`src/rtl/jsg_pkg.sv`:
```
package jsg_pkg;
    // Registered control state of the guard
    typedef struct packed {
        logic lock;   // jabber lockout active
        logic prev;   // tx_en sampled last cycle (qualified by mode)
    } jsg_state_t;
endpackage

```
`src/rtl/jsg_run_timer.sv`:
```
// Counts consecutive qualifying cycles; flags the cycle that exceeds LIMIT.
module jsg_run_timer #(
    parameter int unsigned LIMIT = 16
) (
    input  logic clk,
    input  logic rst_n,
    input  logic clr,
    input  logic inc,
    output logic hit
);
    localparam int unsigned W = $clog2(LIMIT + 1);
    localparam logic [W-1:0] LIM = W'(LIMIT);

    logic [W-1:0] cnt_d, cnt_q;

    always_comb begin
        cnt_d = cnt_q;
        if (clr) begin
            cnt_d = '0;
        end else if (inc && cnt_q != LIM) begin
            cnt_d = cnt_q + 1'b1;
        end
    end

    always_ff @(posedge clk or negedge rst_n) begin
        if (!rst_n) cnt_q <= '0;
        else        cnt_q <= cnt_d;
    end

    assign hit = inc && !clr && (cnt_q == LIM);


    cnt_range_chk: assert property (@(posedge clk) disable iff (!rst_n)
        cnt_q <= LIM);
endmodule

```
`src/rtl/jsg_sqe_pulse.sv`:
```
// Fixed-length heartbeat pulse generator, retriggerable.
module jsg_sqe_pulse #(
    parameter int unsigned SQE_CYC = 10
) (
    input  logic clk,
    input  logic rst_n,
    input  logic clr,
    input  logic start,
    output logic busy
);
    localparam int unsigned W = $clog2(SQE_CYC + 1);
    localparam logic [W-1:0] LEN = W'(SQE_CYC);

    logic [W-1:0] cnt_d, cnt_q;

    always_comb begin
        cnt_d = cnt_q;
        if (clr) begin
            cnt_d = '0;
        end else if (start) begin
            cnt_d = LEN;
        end else if (cnt_q != '0) begin
            cnt_d = cnt_q - 1'b1;
        end
    end

    always_ff @(posedge clk or negedge rst_n) begin
        if (!rst_n) cnt_q <= '0;
        else        cnt_q <= cnt_d;
    end

    assign busy = (cnt_q != '0);


    sqe_full_len_chk: assert property (@(posedge clk) disable iff (!rst_n)
        $rose(busy) |-> cnt_q == LEN);


    sqe_start_chk: assert property (@(posedge clk) disable iff (!rst_n)
        (start && !clr) |=> busy);
endmodule

```
`src/rtl/jabber_sqe_guard.sv`:
```
module jabber_sqe_guard
    import jsg_pkg::*;
#(
    parameter int unsigned JAB_CYC   = 200_000,
    parameter int unsigned QUIET_CYC = 2_500_000,
    parameter int unsigned SQE_CYC   = 10
) (
    input  logic clk,
    input  logic rst_n,
    input  logic tx_en,
    input  logic mode_10m,
    output logic col,
    output logic tx_gate
);
    jsg_state_t st_d, st_q;
    logic run_hit, quiet_hit, sqe_busy, sqe_start;

    // Consecutive high samples while not locked
    jsg_run_timer #(.LIMIT(JAB_CYC)) i_run (
        .clk  (clk),
        .rst_n(rst_n),
        .clr  (!tx_en || st_q.lock || !mode_10m),
        .inc  (tx_en),
        .hit  (run_hit)
    );

    // Consecutive low samples while locked
    jsg_run_timer #(.LIMIT(QUIET_CYC)) i_quiet (
        .clk  (clk),
        .rst_n(rst_n),
        .clr  (tx_en || !st_q.lock || !mode_10m),
        .inc  (!tx_en),
        .hit  (quiet_hit)
    );

    assign sqe_start = mode_10m && st_q.prev && !tx_en && !st_q.lock;

    jsg_sqe_pulse #(.SQE_CYC(SQE_CYC)) i_sqe (
        .clk  (clk),
        .rst_n(rst_n),
        .clr  (!mode_10m),
        .start(sqe_start),
        .busy (sqe_busy)
    );

    always_comb begin
        st_d      = st_q;
        st_d.prev = tx_en && mode_10m;
        if (!mode_10m) begin
            st_d.lock = 1'b0;
        end else if (!st_q.lock && run_hit) begin
            st_d.lock = 1'b1;
        end else if (st_q.lock && quiet_hit) begin
            st_d.lock = 1'b0;
        end
    end

    always_ff @(posedge clk or negedge rst_n) begin
        if (!rst_n) st_q <= '0;
        else        st_q <= st_d;
    end

    assign col     = st_q.lock || sqe_busy;
    assign tx_gate = !st_q.lock;


    lock_col_chk: assert property (@(posedge clk) disable iff (!rst_n)
        !tx_gate |-> col);


    trip_src_chk: assert property (@(posedge clk) disable iff (!rst_n)
        $fell(tx_gate) |-> $past(tx_en) && $past(mode_10m));


    release_src_chk: assert property (@(posedge clk) disable iff (!rst_n)
        $rose(tx_gate) |-> !$past(tx_en) || !$past(mode_10m));


    mode_off_chk: assert property (@(posedge clk) disable iff (!rst_n)
        !mode_10m |=> !col && tx_gate);
endmodule

```
`config.mk`:
```
export PLATFORM = sky130hd
export DESIGN_NAME = jabber_sqe_guard
export DESIGN_NICKNAME = d
export VERILOG_FILES = /design/src/rtl/jsg_pkg.sv /design/src/rtl/jsg_run_timer.sv /design/src/rtl/jsg_sqe_pulse.sv /design/src/rtl/jabber_sqe_guard.sv
export SDC_FILE = /design/constraint.sdc
export NUM_CORES = 1
export LEC_CHECK = 0
export BUFFER_PORTS_ARGS = -buffer_cell sky130_fd_sc_hd__buf_4
export CAP_MARGIN = 5
export CORE_MARGIN = 2
export CORE_UTILIZATION = 54
export CTS_CLUSTER_SIZE = 12
export DETAILED_ROUTE_END_ITERATION = 16
export GPL_TIMING_DRIVEN = 0
export HOLD_SLACK_MARGIN = 0.1
export PLACE_DENSITY = 0.73
export SLEW_MARGIN = 20
export SYNTH_ARGS = -nofsm -noshare
export SYNTH_HDL_FRONTEND = slang
export SYNTH_SLANG_ARGS = --single-unit
```
`constraint.sdc`:
```
create_clock -name clk -period 1.89 [get_ports clk]
set_input_delay 0.2835 -clock clk [delete_from_list [all_inputs] [get_ports clk]]
set_output_delay 0.2835 -clock clk [all_outputs]
set_load 0.01 [all_outputs]
```
Word level (Yosys, flattened, before mapping)
Index checks and enable logic that the tools add are counted.

cells by class
  $add $sub $neg = 3
  equality and inequality tests = 6
  mux-type cells = 10
  reductions and logical operators = 25

operators by type and width
  kind                                                    count
  two-way mux 22 bit                                      2
  two-way mux 18 bit                                      2
  adder 22 x 1 -> 22 bit (second input constant)          1
  equality test 22 bit (second input constant)            1
  inequality test 22 bit (second input constant)          1
  adder 18 x 1 -> 18 bit (second input constant)          1
  equality test 18 bit (second input constant)            1
  inequality test 18 bit (second input constant)          1
  logical AND 1 bit                                       12
  two-way mux 4 bit                                       3
  inequality test 3 x 1 -> 1 bit (second input constant)  2
  zero test 1 bit                                         5
  logical OR 1 bit                                        5
  nonzero test 2 bit                                      2
  nonzero test 4 bit                                      1
  subtractor 4 x 1 -> 4 bit (second input constant)       1
  two-way mux 1 bit                                       3

storage, ports and cells
  flip-flop bits (word level) = 46
  input bits = 4
  word-level logic and storage cells = 49
  output and inout bits = 2

Logic depth before layout (Yosys ltp)
  depth after elaboration = 10
  depth in mapped cells = 6
  mapped depth without buffers = 6

By module
Synthesis repeated with hierarchy kept, for this count alone.

second synthesis, totals
  cells, all modules = 269
  area, all modules = 2,637.5 um^2

modules (own cells, without submodules)
  module                    seq. area each (um^2)  area each (um^2)  instances  cells an instance
  jsg_run_timer at i_quiet  550.5                  1,255.0           1          128
  jsg_run_timer at i_run    450.4                  1,054.8           1          107
  jsg_sqe_pulse             100.1                  209.0             1          21
  jabber_sqe_guard          50.0                   118.9             1          13

Worst setup path after synthesis
No wires, ideal clock.

  kind = reg-to-reg
  from = register i_quiet.cnt_q[0]
  to = register i_quiet.cnt_q[18]
  clock period less this slack = 1,878 ps
  library setup time = 78 ps
  cell stages (with the launch flop) = 7
  arrival = 1,799 ps
  path slack = 12 ps
  buffers on the path = 1
  data required time = 1,812 ps
  cells stage by stage = dfrtp_1 -> ha_1 -> nand2_1 -> or4_1 -> clkbuf_2 -> or4_1 -> a21oi_1

on the way
  word-level cells in the longest chain between the ends = 3
  elaborated cells between the ends (all ways) = 6
  classes of those cells = 1 x add/sub; 1 x eq/ne; 2 x mux; 2 x reduce/logical

RTL lines
  element                                                           RTL line                                  source
  from (decl)                                                       jsg_run_timer.sv:14                       logic [W-1:0] cnt_d, cnt_q;
  from (signal assigned)                                            jsg_run_timer.sv:27                       else cnt_q <= cnt_d;
  adder 22 x 1 -> 22 bit or inequality test 22 bit (tied branches)  jsg_run_timer.sv:21, jsg_run_timer.sv:20
  two-way mux 22 bit or logical AND 1 bit (tied branches)           jsg_run_timer.sv:20                       end else if (inc && cnt_q != LIM) begin
  two-way mux 22 bit or nonzero test 2 bit (tied branches)          --

Parallel ways exist; a longest one is shown, timed or not. The select of a mux whose other input is x is not followed.
A chain may end at the register's enable or synchronous reset.

Final worst setup path
Ends and elaborated chain as after synthesis.

==> qor.csv <==
stage,metric,value,unit
run_status,status,"complete, but fails checks",
run_status,failed_checks,negative setup slack,
synthesis,synth-edff-count,0,
drt,via_per_inst,6.06,
floorplan,ios,6,
power_and_ir_drop,ir_drop,0.303,mV
placement,placed_area,2600,sq um
timing,hold_violations,0,
placement,dp.cells,327,
placement,gp_congestion,0.852,
placement,hpwlAfterDp,3390,um
timing,worst_slack,-0.0507,ns
clocking,clkLatencyLatePin,0.31,ns
global_routing,grt_pass1_vias,1903,
drt,vias,2098,
cells_and_area,synthToLayoutAreaGrowth,15.4,%
timing,period_needed,1.94,ns
timing,setup-tns-final,-0.108,ns
power_and_ir_drop,combPwrFrac,13.7,%
critical_path,critical_path.max_fanout,7,
clocking,tritoncts,built,
synthesis,synth_top_area_cell,dfrtp_1,
drt,wire_per_inst,15.0,um
critical_path,critical_path_class,flop to flop,
floorplan,initial_core_util,56.5,%
cells_and_area,drive_above_1_share,17.0,%
timing,skew,0.00561,ns
timing,setup_viol,3,
critical_path,startpoint_type,flop,
drt,drtPass1Iterations,4,
synthesis,synthCells,270,
power_and_ir_drop,power_leakage,1.13,nW
global_routing,overflow,0,
clocking,clock_sinks,46,
clocking,h-tree-depth,2,
clocking,clk_path_buf_depth,2,
timing,drv_slew,0,
synthesis,ys_warn_count,0,
synthesis,synth_top_area_share,46.1,%
timing,finalCritPeriodShare,103,%
cells_and_area,antenna_cells,0,
floorplan,num_rows,24,
timing,relSlewSlack,51.5,%
floorplan,dieArea,5180,sq um
placement,port_buffers,5,
synthesis,yosysUniqueCellTypes,41,
synthesis,synthFlopType,dfrtp_1,
job,drv_cap,0,
power_and_ir_drop,clkPwrFrac,32.6,%
critical_path,end_kind,flop,
global_routing,grt.total_usage,21.1,%
synthesis,synth_seq_cells,46,
timing,rsz0062_at_grt,true,
clocking,numCtsBuffers,5,
global_routing,grt_max_degree,47,
clocking,root_buffer,clkbuf_8,
drt,ant_nets,0,
power_and_ir_drop,sequentialPowerShare,53.8,%
floorplan,die_h,72.0,um
drt,dr.first_iter.drc_count,170,
clocking,path_clk_slew,0.09,ns
cells_and_area,multi_input_area,1320,sq um
floorplan,fp.dieW,72.0,um
cells_and_area,fin_area,2880,sq um
global_routing,antenna_found_initial,0,
synthesis,yosys-top-cells-area,"dfrtp_1 46%, xor2_1 4.6%, a21oi_1 4.0%",
floorplan,core,4410,sq um
cells_and_area,final_core_util,65.2,%
critical_path,arrival,2.18,ns
cells_and_area,fill_cells,371,
power_and_ir_drop,total_power,1.95,mW
drt,routed_wirelength,5180,um
power_and_ir_drop,p_sw_share,26.0,%
synthesis,synth.most_common_cell,dfrtp_1,
timing,worst_pin_slew,0.721,ns
synthesis,synthesis.area,2500,sq um
cells_and_area,instances_no_fill,346,
power_and_ir_drop,power.density,677,nW/um^2
cells_and_area,ff_latch_area,1160,sq um
synthesis,synthArstFlopShare,100,%
cells_and_area,fin_nets,302,
critical_path,worstPathRequired,2.13,ns
synthesis,synth.avg_cell_area,9.24,sq um
synthesis,yosys-top-cells-count,"46 x dfrtp_1, 25 x nor2_1, 20 x a21oi_1",
synthesis,yosysSeqAreaShare,46.1,%
timing,fmax,515,MHz
power_and_ir_drop,intPower,1.44,mW
drt,drcViolationCount,0,
hold_path,min_path_type,primary input to flop,
global_routing,grt_pass1_wl,8530,um
synthesis,syn_nets,279,
power_and_ir_drop,p_sw,0.506,mW
-- worst max-delay path: stages (launching register included) --
cell     delay [ns]
dfrtp_1        0.43
ha_4           0.16
nand2_2        0.10
or4_4          0.50
buf_6          0.15
or4_4          0.41
a21oi_2        0.12
-- sequential cells by signal, indices dropped and copies added (netlist names) --
register / cells
st_q: 2
i_run.cnt_q: 18
i_sqe.cnt_q: 4
i_quiet.cnt_q: 22
-- routing by layer --
layer  wire (um)  global-route usage [%]
met2        2370                    32.0
met4          76                    8.60
met3         242                    5.00
met5           0                       0
met1        2490                    29.4
-- final timing paths --
path | cells after the start | end | startpoint | slack (ns)
setup / recovery | 6 | i_quiet.cnt_q[18] | i_quiet.cnt_q[0] | -0.05
hold reg to reg | 2 | i_run.cnt_q[11] | i_run.cnt_q[11] | 0.57
setup reg to reg | 6 | i_quiet.cnt_q[18] | i_quiet.cnt_q[0] | -0.05
max in group asynchronous | 2 | i_quiet.cnt_q[2] | rst_n | 0.94
min in group asynchronous | 2 | i_quiet.cnt_q[15] | rst_n | 0.51
hold / removal | 3 | i_sqe.cnt_q[2] | mode_10m | 0.27
-- timing repair --
item	4_1_cts	5_1_grt
hold buffers	1	0
buffers inserted	3	9
gates resized for setup	7	21
endpoints found under the hold margin	46	0
setup endpoints to repair	6	13
pin swaps	1	3
-- cell families after synthesis --
logic type / Yosys count / share of synthesized area [%]
compound gates: 45 / 10.3
xor+xnor: 20 / 7.02
fa+ha+maj: 5 / 2.51
buf+inv: 23 / 3.86
flops: 46 / 46.1
mux: 1 / 0.451
simple gates: 130 / 29.8
-- cell usage in the layout, fill, tap and decap left out, types with 5 or more instances in the layout --
cell	n
dfrtp_2	5
nor2_1	25
o21ai_0	15
nor4b_1	5
nor4_1	5
nand2_1	18
nor3_1	9
inv_1	14
xor2_1	13
a21oi_1	17
buf_6	5
xnor2_1	7
buf_4	15
nand4_1	14
or3_1	13
dfrtp_1	41
clkbuf_8	6
nand3_1	10
-- per-stage QoR --
step	setup slack (ns)	hold slack (ns)
finish	-0.0507	0.270
CTS	-0.0757	0.259
floorplan	0.0124	-0.0121
global route	-0.105	0.291
global placement	-0.147	0.323
detailed placement	-0.166	0.327
-- cell type report --
cell class | count | share of cell area [%]
Buffer | 7 | 1.69
Clock buffer | 6 | 2.87
Clock inverter | 2 | 0.434
Inverter | 14 | 1.82
Multi-Input combinational cell | 201 | 45.7
Sequential cell | 46 | 40.2
Tap cell | 52 | 2.26
Timing Repair Buffer | 18 | 5.04
-- power by group through the flow --
stage / combinational (mW) / sequential, mW / clock [mW]
6_report: 0.266 / 1.05 / 0.635
3_5_place_dp: 0.247 / 1.06 / 0
3_3_place_gp: 0.247 / 1.06 / 0
2_1_floorplan: 0.174 / 1.06 / 0
5_1_grt: 0.297 / 1.05 / 0.686
4_1_cts: 0.255 / 1.04 / 0.652
(Power assumes the default switching activity.)
